===== src/rtl/guard_pkg.sv =====
package guard_pkg;
  typedef enum logic [2:0] {
    ST_RUN   = 3'd0,
    ST_WAIT  = 3'd1,
    ST_BURST = 3'd2,
    ST_BLOCK = 3'd3,
    ST_LATCH = 3'd4,
    ST_UVLO  = 3'd5
  } guard_state_e;

  typedef struct packed {
    logic clrTimer;
    logic runTimer;
  } timer_strobe_t;
endpackage


===== src/rtl/guard_filter.sv =====
module guard_filter #(
  parameter int LEN = 4
) (
  input  logic clk,
  input  logic rstN,
  input  logic in,
  output logic hit
);
  localparam int W = $clog2(LEN + 1);
  localparam logic [W-1:0] LAST = W'(LEN - 1);

  logic [W-1:0] runCnt;

  always_ff @(posedge clk or negedge rstN) begin
    if (!rstN)             runCnt <= '0;
    else if (!in)          runCnt <= '0;
    else if (runCnt != LAST) runCnt <= runCnt + 1'b1;
  end

  assign hit = in && (runCnt == LAST);

  generate
    if (LEN > 1) begin : g_chk
      // a hit always follows a high input in the previous cycle
      filt_run_chk: assert property (@(posedge clk) disable iff (!rstN)
        hit |-> $past(in));
    end
  endgenerate
endmodule


===== src/rtl/guard_timer.sv =====
module guard_timer
  import guard_pkg::*;
#(
  parameter int TICK_DIV    = 100,
  parameter int FAULT_TICKS = 55000,
  parameter int OFF_PERIODS = 8,
  parameter int LATCH_FILT  = 2000,
  parameter int OVP_FILT    = 5000
) (
  input  logic          clk,
  input  logic          rstN,
  input  timer_strobe_t strobe,
  input  logic          latchReq,
  input  logic          clampOver,
  output logic          periodDone,
  output logic          burstDone,
  output logic          latchHit,
  output logic          ovpHit
);
  localparam int PS_W = $clog2(TICK_DIV + 1);
  localparam int FT_W = $clog2(FAULT_TICKS + 1);
  localparam int OP_W = $clog2(OFF_PERIODS + 1);
  localparam logic [PS_W-1:0] PS_LAST = PS_W'(TICK_DIV - 1);
  localparam logic [FT_W-1:0] FT_LAST = FT_W'(FAULT_TICKS - 1);
  localparam logic [OP_W-1:0] OP_LAST = OP_W'(OFF_PERIODS - 1);

  logic [PS_W-1:0] psCnt;
  logic [FT_W-1:0] tickCnt;
  logic [OP_W-1:0] perCnt;
  logic tick;

  assign tick       = strobe.runTimer && (psCnt == PS_LAST);
  assign periodDone = tick && (tickCnt == FT_LAST);
  assign burstDone  = periodDone && (perCnt == OP_LAST);

  always_ff @(posedge clk or negedge rstN) begin
    if (!rstN) begin
      psCnt   <= '0;
      tickCnt <= '0;
      perCnt  <= '0;
    end else if (strobe.clrTimer) begin
      psCnt   <= '0;
      tickCnt <= '0;
      perCnt  <= '0;
    end else if (strobe.runTimer) begin
      psCnt <= tick ? '0 : psCnt + 1'b1;
      if (tick)       tickCnt <= periodDone ? '0 : tickCnt + 1'b1;
      if (periodDone) perCnt  <= burstDone ? '0 : perCnt + 1'b1;
    end
  end

  guard_filter #(.LEN(LATCH_FILT)) u_latchFilt (
    .clk(clk), .rstN(rstN), .in(latchReq), .hit(latchHit));

  guard_filter #(.LEN(OVP_FILT)) u_ovpFilt (
    .clk(clk), .rstN(rstN), .in(clampOver), .hit(ovpHit));
endmodule


===== src/rtl/guard_ctrl.sv =====
module guard_ctrl
  import guard_pkg::*;
(
  input  logic          clk,
  input  logic          rstN,
  input  logic          peakLimit,
  input  logic          vccStart,
  input  logic          vccAboveMin,
  input  logic          vccAboveReset,
  input  logic          brownOk,
  input  logic          thermHot,
  input  logic          periodDone,
  input  logic          burstDone,
  input  logic          latchHit,
  input  logic          ovpHit,
  output timer_strobe_t strobe,
  output guard_state_e  state,
  output logic          pulseEn,
  output logic          restartReq
);
  guard_state_e nxt;
  logic startQ;
  logic startRise;
  logic inTimed;

  assign startRise = vccStart && !startQ;

  always_comb begin
    nxt = state;
    if (!vccAboveReset)            nxt = ST_UVLO;
    else if (state == ST_LATCH)    nxt = ST_LATCH;
    else if (latchHit)             nxt = ST_LATCH;
    else if (!vccAboveMin)         nxt = ST_UVLO;
    else if (!brownOk || thermHot) nxt = ST_BLOCK;
    else begin
      case (state)
        ST_UVLO:  if (startRise) nxt = ST_RUN;
        ST_BLOCK: nxt = ST_UVLO;
        ST_RUN: begin
          if (ovpHit)         nxt = ST_BURST;
          else if (peakLimit) nxt = ST_WAIT;
        end
        ST_WAIT: begin
          if (ovpHit)          nxt = ST_BURST;
          else if (!peakLimit) nxt = ST_RUN;
          else if (periodDone) nxt = ST_BURST;
        end
        ST_BURST: if (burstDone) nxt = ST_RUN;
        default:  nxt = ST_UVLO;
      endcase
    end
  end

  always_ff @(posedge clk or negedge rstN) begin
    if (!rstN) begin
      state  <= ST_UVLO;
      startQ <= 1'b0;
    end else begin
      state  <= nxt;
      startQ <= vccStart;
    end
  end

  assign inTimed         = (state == ST_WAIT) || (state == ST_BURST);
  assign strobe.runTimer = inTimed;
  assign strobe.clrTimer = !inTimed || (nxt != state);
  assign pulseEn    = (state == ST_RUN) || (state == ST_WAIT);
  assign restartReq = (state == ST_UVLO) || (state == ST_BURST) || (state == ST_BLOCK);


  uvlo_prio_chk: assert property (@(posedge clk) disable iff (!rstN)
    (!vccAboveMin && vccAboveReset && state != ST_LATCH && !latchHit) |=> state == ST_UVLO);


  run_entry_chk: assert property (@(posedge clk) disable iff (!rstN)
    (state == ST_UVLO && !vccStart) |=> state != ST_RUN);


  latch_hold_chk: assert property (@(posedge clk) disable iff (!rstN)
    (state == ST_LATCH && vccAboveReset) |=> state == ST_LATCH);


  burst_hold_chk: assert property (@(posedge clk) disable iff (!rstN)
    (state == ST_BURST && !burstDone && vccAboveMin && vccAboveReset && brownOk
     && !thermHot && !latchHit) |=> state == ST_BURST);


  ovp_entry_chk: assert property (@(posedge clk) disable iff (!rstN)
    ((state == ST_RUN || state == ST_WAIT) && ovpHit && vccAboveMin && vccAboveReset
     && brownOk && !thermHot && !latchHit) |=> state == ST_BURST);
endmodule


===== src/rtl/flyback_guard.sv =====
module flyback_guard
  import guard_pkg::*;
#(
  parameter int TICK_DIV    = 100,
  parameter int FAULT_TICKS = 55000,
  parameter int OFF_PERIODS = 8,
  parameter int LATCH_FILT  = 2000,
  parameter int OVP_FILT    = 5000
) (
  input  logic       clk,
  input  logic       rstN,
  input  logic       peakLimit,
  input  logic       clampOver,
  input  logic       vccStart,
  input  logic       vccAboveMin,
  input  logic       vccAboveReset,
  input  logic       brownOk,
  input  logic       latchReq,
  input  logic       thermHot,
  output logic       pulseEn,
  output logic       restartReq,
  output logic [2:0] stateCode
);
  timer_strobe_t strobe;
  guard_state_e  state;
  logic periodDone, burstDone, latchHit, ovpHit;

  guard_timer #(
    .TICK_DIV(TICK_DIV), .FAULT_TICKS(FAULT_TICKS), .OFF_PERIODS(OFF_PERIODS),
    .LATCH_FILT(LATCH_FILT), .OVP_FILT(OVP_FILT)
  ) u_timer (
    .clk(clk), .rstN(rstN), .strobe(strobe), .latchReq(latchReq),
    .clampOver(clampOver), .periodDone(periodDone), .burstDone(burstDone),
    .latchHit(latchHit), .ovpHit(ovpHit));

  guard_ctrl u_ctrl (
    .clk(clk), .rstN(rstN), .peakLimit(peakLimit), .vccStart(vccStart),
    .vccAboveMin(vccAboveMin), .vccAboveReset(vccAboveReset), .brownOk(brownOk),
    .thermHot(thermHot), .periodDone(periodDone), .burstDone(burstDone),
    .latchHit(latchHit), .ovpHit(ovpHit), .strobe(strobe), .state(state),
    .pulseEn(pulseEn), .restartReq(restartReq));

  assign stateCode = state;
endmodule


===== config.mk =====
export PLATFORM = sky130hd
export DESIGN_NAME = flyback_guard
export DESIGN_NICKNAME = d
export VERILOG_FILES = /design/src/rtl/guard_pkg.sv /design/src/rtl/guard_filter.sv /design/src/rtl/guard_timer.sv /design/src/rtl/guard_ctrl.sv /design/src/rtl/flyback_guard.sv
export SDC_FILE = /design/constraint.sdc
export NUM_CORES = 1
export LEC_CHECK = 0
export BUFFER_PORTS_ARGS = -buffer_cell sky130_fd_sc_hd__buf_2
export CAP_MARGIN = 5
export CORE_AREA = 2 2 79 81
export DETAILED_ROUTE_END_ITERATION = 10
export DIE_AREA = 0 0 81 83
export GPL_ROUTABILITY_DRIVEN = 0
export PLACE_DENSITY = 0.78
export SLEW_MARGIN = 30
export SYNTH_ARGS = -nofsm -noshare
export SYNTH_HDL_FRONTEND = slang
export SYNTH_SLANG_ARGS = --single-unit

===== constraint.sdc =====
create_clock -name clk -period 2.3 [get_ports clk]
set_input_delay 0.46 -clock clk [delete_from_list [all_inputs] [get_ports clk]]
set_output_delay 0.46 -clock clk [all_outputs]
set_load 0.05 [all_outputs]

==> results of run 1 <==
## cells by family (layout without fill, tap and decap cells)
kind of cell	after synthesis	in the layout	synth area share
and+or+nand+nor	165	165	0.310
AOI/OAI and AO/OA	59	59	0.127
DFF	55	55	0.438
xor gates and xnor gates	23	23	0.0639
buffers and inverters	15	37	0.0318
adders and majority gates	5	5	0.0199
muxes	3	3	0.00953
## critical path: cells and delay by family, from the launching register on
kind / cells / cell delay [ns]
and+or+nand+nor: 4 / 1.39
AOI/OAI and AO/OA: 1 / 0.14
adders and majority gates: 1 / 0.21
DFF: 1 / 0.38
## synthesized netlist by cell type (6+ instances only)
cell type   n  area share
a21boi_0    6       0.014
a21oi_1    11       0.017
a21oi_2     7       0.019
and2_1     16       0.032
and3_1      9       0.018
clkbuf_1    7      0.0083
dfrtp_1    53        0.42
nand2_1    33       0.039
nand3_1    14       0.022
nand4_1     9       0.018
nor2_1     27       0.032
nor3_1      9       0.014
o21ai_0    19       0.030
or3_1       8       0.016
xnor2_1    16       0.044
xor2_1      7       0.019
## worst min path at each step
stage	endpoint	cells past startpoint	slack (ns)	start
4_1_cts	u_timer.tickCnt[4]$_DFFE_PN0P_	1	0.07	rstN
3_3_place_gp	u_timer.tickCnt[9]$_DFFE_PN0P_	1	0.41	rstN
3_5_place_dp	u_timer.tickCnt[9]$_DFFE_PN0P_	1	0.40	rstN
6_report	u_timer.tickCnt[11]$_DFFE_PN0P_	1	0.06	rstN
5_1_grt	u_timer.tickCnt[4]$_DFFE_PN0P_	1	0.08	rstN
2_1_floorplan	u_ctrl.startQ$_DFF_PN0_	0	0.16	rstN
## per-layer routing
metal  part of all wire  wire length (um)
met2               0.50              3060
met4              0.011                66
met5                  0                 0
met3              0.023               141
met1               0.46              2830
## timing repair
item                       4_1_cts  5_1_grt
setup endpoints to repair        0        2
gates resized for setup          0        1
setup buffers                    0        3
## stage by stage
| stage | instances | power [mW] | worst slack [ns] | TNS [ns] |
|---|---|---|---|---|
| 4_1_cts | 419 | 1.67 | 0.0861 | 0 |
| 6_report | 422 | 1.65 | 0.116 | 0 |
| 2_1_floorplan | 325 | 1.07 | -0.00710 | -0.00710 |
| 3_5_place_dp | 411 | 1.13 | 0.100 | 0 |
| 5_1_grt | 422 | 1.73 | 0.000389 | 0 |
| 3_3_place_gp | 411 | 1.12 | 0.160 | 0 |
## sequential cells by signal (all words and copies together), names as in the netlist
| register | flops |
|---|---|
| u_timer.psCnt | 7 |
| u_ctrl.startQ | 1 |
| u_timer.u_ovpFilt.runCnt | 13 |
| u_timer.tickCnt | 16 |
| u_timer.u_latchFilt.runCnt | 11 |
| u_timer.perCnt | 4 |
| u_ctrl.state | 3 |
## layout make-up
class,count,area (um2),area share
inverters,2,7.51,0.00218
clock inverters,1,5.00,0.00145
clock buffers,7,86.3,0.0250
well taps,75,93.8,0.0272
flip-flops and latches,55,1380,0.400
repair buffers,27,193,0.0559
multi-input cells,255,1680,0.488
## power by group through the flow
stage,clock (mW),combinational [mW],sequential [mW]
floorplan,0,0.0586,1.02
finish,0.543,0.112,0.994
global route,0.607,0.128,0.996
CTS,0.564,0.113,0.995
global placement,0,0.110,1.01
detailed placement,0,0.112,1.01
==> impl_metrics.ini, run 1 <==
[status]
status = completed

[power_and_ir_drop]
p_leak_nw = 1.43
swShare = 0.234
clockPowerShare = 0.329
p_int_mw = 1.26
irDropWorstVdd_mv = 0.291
power.switching_mw = 0.386
power_density_nw_per_um2 = 478
seq_power_share = 0.603
p_comb_frac = 0.068

[route]
postRouteAntennaNets = 0
vias_per_cell = 5.69
first_pass_iters = 4
first_iter_violations = 116
wirelength_um = 6090
drc = 0
routedWlPerCell_um = 14.4
dr_total_vias = 2403

[critical_path]
worstSetupEndpointType = register
cp.arrival_ns = 2.42
crit_path_top_delay_cell = dfrtp_1
crit_start = u_timer.psCnt[0]$_DFFE_PN0P_
crit_fanout = 4
worstPathRequired_ns = 2.54
r2r_cells = 6
worstReg2RegEnd = u_timer.tickCnt[12]$_DFFE_PN0P_
start_kind = register
r2r_setup_slack_ns = 0.12
r2r-start = u_timer.psCnt[0]$_DFFE_PN0P_
worst_path_largest_cell_delay_ns = 0.38
worstSetupPathType = reg2reg
path_cells = ha_1 -> nor3b_1 -> and3_2 -> or2b_2 -> or3_1 -> a21oi_2
crit_end = u_timer.tickCnt[12]$_DFFE_PN0P_

[finish]
fillerInstances = 529
antenna_cells = 0
layout_common_cells = 53 x dfrtp_1, 33 x nand2_1, 26 x nor2_1
fin_area_um2 = 3450
syn2layout_area_growth_pct = 9.41
mostFrequentLayoutCell = dfrtp_1
nNetsFinal = 361
drive_gt1_frac = 0.193
fin_util = 0.593

[die]
die_area_um2 = 6720
core-area_um2 = 5820
die_h_um = 83
io_pins = 15
rows = 28
initial_core_util = 0.542
die_x_um = 81

[grt]
grt_pass1_vias = 2390
top_usage_layer = met2
use_met3 = 0.0380
grt_util_all_layers = 0.195
met1_usage = 0.259
grt_pass1_wl_um = 10600
grt_max_degree = 28
grt_antenna_before_repair = 0
gr-usage-met2 = 0.325
grt_overflow = 0

[logic_synthesis]
seq_area_frac_synth = 0.438
netlist_area_um2 = 3150
synth_edf_count = 0
async_flop_share = 1.00
ys_ff_latch = 55
yosysUniqueCellTypes = 58
yosysWarningCount = 0
synthCells = 325
synth_flop_cell = dfrtp_1
synth_nets = 340
synth.avg_cell_area_um2 = 9.69

[clock_network]
numCtsBuffers = 5
cts_buffer_depth = 2
cts_tree = done
cts-hold-fix-buffers = 0
htree_levels = 2
clock_sinks = 55
cts_root_buffer = clkbuf_8
clkSlewWorstSetupHoldPaths_ns = 0.09
clkLatencyLatePin_ns = 0.31

[timing]
setup_viol = 0
timing.final.crit_share = 0.949
finalHoldViolations = 0
tightest_slew_ns = 0.554
rsz0062_at_grt = false
skew_ns = 0.00421
hold_slack_ns = 0.0611
clock.fmax_mhz = 458
drv_slew = 0
relSlewSlack = 0.627
fin_crit_ns = 2.18

[hold_path]
hp-class = in2async

[run]
cap_violations = 0

[placed_design]
portBuffers = 14
place_area_um2 = 3330
place_hpwl_um = 4350
Note: power is estimated with default switching activity, not from simulation.
==> inputs of run 2 (changes only) <==
CTS_BUF_LIST = sky130_fd_sc_hd__clkbuf_2 sky130_fd_sc_hd__clkbuf_4 sky130_fd_sc_hd__clkbuf_8   (was not set)
==> impl_metrics.ini, run 2 (synthesis gave the netlist of run 1 again) <==
[status]
status = completed

[clock_network]
clkLatencyLatePin_ns = 0.31
clock_sinks = 55
cts_tree = done
cts_root_buffer = clkbuf_8
cts_buffer_depth = 2
clkSlewWorstSetupHoldPaths_ns = 0.09
numCtsBuffers = 5
htree_levels = 2

[critical_path]
crit_fanout = 4
worstReg2RegEnd = u_timer.tickCnt[12]$_DFFE_PN0P_
cp.arrival_ns = 2.44
r2r_cells = 5
r2r_setup_slack_ns = 0.1
worstSetupPathType = reg2reg
crit_path_top_delay_cell = nor4bb_1
worstSetupEndpointType = register
start_kind = register
cp.buffers_inverters = 0
crit_family = simple AND/OR/NAND/NOR gates
worstPathRequired_ns = 2.54
path_cells = nor4bb_1 -> and3_2 -> or2b_2 -> or3_1 -> a21oi_2
worst_path_largest_cell_delay_ns = 0.48
r2r-start = u_timer.psCnt[3]$_DFFE_PN0P_

[die]
rows = 28
initial_core_util = 0.542
die_x_um = 81
io_pins = 15
core-area_um2 = 5820
die_area_um2 = 6720
die_h_um = 83

[power_and_ir_drop]
power_density_nw_per_um2 = 482
p_leak_nw = 1.44
irDropWorstVdd_mv = 0.292

[route]
vias_per_cell = 5.74
routedWlPerCell_um = 14.5
wirelength_um = 6120
postRouteAntennaNets = 0
dr_total_vias = 2421
drc = 0
first_pass_iters = 4
first_iter_violations = 118

[finish]
top_register = u_timer.tickCnt
fin_util = 0.593
multi_input_area_um2 = 1680
largest_reg_flops = 16
antenna_cells = 0
layout_common_cells = 53 x dfrtp_1, 33 x nand2_1, 26 x nor2_1
syn2layout_area_growth_pct = 9.53
top_regs = u_timer.tickCnt x16, u_timer.u_ovpFilt.runCnt x13, u_timer.u_latchFilt.runCnt x11
fin_area_um2 = 3450
nNetsFinal = 361
seqCellArea_um2 = 1380
drive_gt1_frac = 0.196
mostFrequentLayoutCell = dfrtp_1
fillerInstances = 529

[grt]
grt_max_degree = 28
grt_antenna_before_repair = 0
grt_pass1_wl_um = 10600
grt_util_all_layers = 0.196
grt_overflow = 0
grt_pass1_vias = 2386

[timing]
relSlewSlack = 0.627
drv_slew = 0
tightest_slew_ns = 0.554
skew_ns = 0.00409
fin_crit_ns = 2.20
clock.fmax_mhz = 454
finalHoldViolations = 0
setup_viol = 0
timing.final.crit_share = 0.957
rsz0062_at_grt = false

[hold_path]
hp-class = in2async

[placed_design]
place_area_um2 = 3330
portBuffers = 14
place_hpwl_um = 4350

[run]
cap_violations = 0
==> run 2: cell counts in the layout (fill, tap and decap cells not counted) <==
No cell type changed its count.
==> run 2: cell type report <==
type                    instances  area share
multi-input cells             255       0.488
flip-flops and latches         55       0.400
repair buffers                 27      0.0558
well taps                      75      0.0272
clock buffers                   7      0.0261
inverters                       2     0.00218
clock inverters                 1     0.00145
==> run 2: per-layer routing <==
layer  global-route usage  share of wire
met5                    0              0
met4               0.0508          0.011
met3               0.0380          0.033
met2                0.327           0.50
met1                0.259           0.46
==> run 2: report_power, final <==
part / internal [mW] / switching, mW
sequential: 0.979 / 0.0148
clock: 0.255 / 0.301
combinational: 0.0405 / 0.0715
total: 1.28 / 0.388
==> run 2: how the worst max path moves through the flow <==
stage / startpoint / to / slack (ns) / depth (start not counted)
CTS: u_ctrl.state[0]$_DFF_PN1_ / u_timer.psCnt[2]$_DFFE_PN0P_ / 0.09 / 7
global placement: u_ctrl.state[0]$_DFF_PN1_ / u_timer.psCnt[2]$_DFFE_PN0P_ / 0.16 / 7
global route: u_timer.u_latchFilt.runCnt[0]$_DFFE_PN0N_ / u_timer.psCnt[6]$_DFFE_PN0P_ / 0.003 / 8
finish: u_timer.psCnt[3]$_DFFE_PN0P_ / u_timer.tickCnt[12]$_DFFE_PN0P_ / 0.1 / 5
detailed placement: u_ctrl.state[0]$_DFF_PN1_ / u_timer.psCnt[5]$_DFFE_PN0P_ / 0.10 / 7
floorplan: u_ctrl.state[2]$_DFF_PN1_ / restartReq / -0.007 / 3
==> run 2: through the flow <==
step / hold WS, ns / power [mW] / TNS (ns) / cells / setup WS, ns
after floorplan: 0.164 / 1.07 / -0.00710 / 325 / -0.00710
after global placement: 0.406 / 1.12 / 0 / 411 / 0.160
after detailed placement: 0.404 / 1.13 / 0 / 411 / 0.100
after CTS: 0.0687 / 1.68 / 0 / 419 / 0.0861
after global routing: 0.0808 / 1.74 / 0 / 422 / 0.00284
final: 0.0601 / 1.66 / 0 / 422 / 0.0995
==> run 2: repair_timing <==
action	4_1_cts	5_1_grt
endpoints found under the setup margin	0	2
resized for setup	0	1
buffers inserted	0	3
hold buffers	0	0
==> inputs of run 3 (changes only) <==
PLACE_DENSITY = not set   (was 0.78)
PLACE_DENSITY_LB_ADDON = 0.1   (was not set)
==> impl_metrics.ini, run 3 (synthesis gave the netlist of run 1 again) <==
[timing]
finalHoldViolations = 0
timing.final.crit_share = 0.937
fin_ws_ns = 0.144
fin_crit_ns = 2.16
tightest_slew_ns = 0.508
skew_ns = 0.0145
drv_slew = 0
setup_viol = 0
clock.fmax_mhz = 464
hold_slack_ns = 0.105
relSlewSlack = 0.659
rsz0062_at_grt = false

[clock_network]
clock_sinks = 55
cts_buffer_depth = 2
cts-hold-fix-buffers = 0
clkLatencyLatePin_ns = 0.31
cts_tree = done
htree_levels = 2
numCtsBuffers = 5
clkSlewWorstSetupHoldPaths_ns = 0.11
cts_root_buffer = clkbuf_8

[finish]
drive_gt1_frac = 0.201
top_regs = u_timer.tickCnt x16, u_timer.u_ovpFilt.runCnt x13, u_timer.u_latchFilt.runCnt x11
syn2layout_area_growth_pct = 10.4
layout_common_cells = 52 x dfrtp_1, 33 x nand2_1, 26 x nor2_1
nNetsFinal = 362
top_register = u_timer.tickCnt
mostFrequentLayoutCell = dfrtp_1
largest_reg_flops = 16
antenna_cells = 0
fin_cells = 423

[power_and_ir_drop]
clockPowerShare = 0.371
p_leak_nw = 1.44
swShare = 0.228
irDropWorstVdd_mv = 0.288
power_density_nw_per_um2 = 504
p_comb_frac = 0.062
power.switching_mw = 0.399
p_int_mw = 1.35
seq_power_share = 0.567

[die]
io_pins = 15
die_x_um = 81
die_h_um = 83
core-area_um2 = 5820
rows = 28
die_area_um2 = 6720
initial_core_util = 0.542

[route]
first_iter_violations = 92
first_pass_iters = 5
dr_total_vias = 2354
vias_per_cell = 5.57
drc = 0
postRouteAntennaNets = 0
wirelength_um = 5950
routedWlPerCell_um = 14.1

[status]
status = completed

[run]
cap_violations = 0

[grt]
top_usage_layer = met2
grt_pass1_wl_um = 10400
grt_antenna_before_repair = 0
grt_max_degree = 23
use_met3 = 0.0370
grt_overflow = 0
met1_usage = 0.275
grt_util_all_layers = 0.193
grt_pass1_vias = 2221
gr-usage-met2 = 0.306

[hold_path]
hp-class = in2async

[critical_path]
worstPathRequired_ns = 2.51
worstSetupPathType = reg2reg
cp.arrival_ns = 2.37
worstSetupEndpointType = register
crit_fanout = 14
start_kind = register

[placed_design]
place_ws_ns = 0.127
place_hpwl_um = 4350
dpl.cell_count = 413
portBuffers = 14
-- run 3: changes by cell type in the layout (fill, tap and decap cells not counted), sizes merged --
cell	before	now
buf	27	28
bufinv	0	1
clkbuf	7	6
clkinv	1	0
clkinvlp	0	1
-- run 3: cell type report --
class	instances	area [um2]
sequential	55	1380
clock inverter	2	37.5
inverter	2	7.51
tap	75	93.8
clock buffer	6	76.3
fill	506	2340
timing repair buffer	28	200
multi-input combinational	255	1680
-- run 3: stage by stage --
stage	power (mW)	cell area, um2	utilization	setup TNS [ns]
after global routing	1.83	3480	0.598	0
after detailed placement	1.12	3340	0.575	0
after CTS	1.77	3460	0.595	0
after global placement	1.12	3340	0.575	0
final	1.75	3480	0.598	0
after floorplan	1.07	3160	-	-0.00710
-- run 3: final timing paths --
| check | start | to | slack [ns] | depth (start not counted) |
|---|---|---|---|---|
| setup / recovery | u_timer.u_latchFilt.runCnt[0]$_DFFE_PN0N_ | u_timer.psCnt[5]$_DFFE_PN0P_ | 0.14 | 8 |
| hold / removal | rstN | u_timer.tickCnt[10]$_DFFE_PN0P_ | 0.11 | 1 |
| setup reg to reg | u_timer.u_latchFilt.runCnt[0]$_DFFE_PN0N_ | u_timer.psCnt[5]$_DFFE_PN0P_ | 0.14 | 8 |
| hold reg to reg | u_timer.psCnt[0]$_DFFE_PN0P_ | u_timer.psCnt[0]$_DFFE_PN0P_ | 0.47 | 1 |
| max in group asynchronous | rstN | u_ctrl.state[2]$_DFF_PN1_ | 1.49 | 2 |
| min in group clk | vccStart | u_ctrl.startQ$_DFF_PN0_ | 0.28 | 1 |
-- run 3: repair_timing --
action / CTS / global route
endpoints found under the hold margin: 0 / 0
resized for setup: 0 / 2
buffers inserted: 0 / 2
setup endpoints to repair: 0 / 1
-- run 3: power by group through the flow --
stage | Sequential [mW] | Clock [mW] | Combinational (mW)
detailed placement | 1.01 | 0 | 0.110
global placement | 1.01 | 0 | 0.109
floorplan | 1.02 | 0 | 0.0586
finish | 0.995 | 0.650 | 0.109
global route | 0.998 | 0.713 | 0.123
CTS | 0.995 | 0.668 | 0.110
-- run 3: worst max-delay path, cell delays in order (launching register included) --
cell and delay (ns):
dfrtp_1 0.41, ha_1 0.23, nand3_1 0.11, or4_4 0.14, nand2_1 0.09, or4bb_4 0.55, a2bb2oi_4 0.18, buf_12 0.17
nor3_1 0.18
-- run 3: layer usage --
metal  part of all wire  vias up
li1                   -     1196
met5                  0        -
met4             0.0087        0
met2               0.47       21
met1               0.50     1133
met3              0.022        4
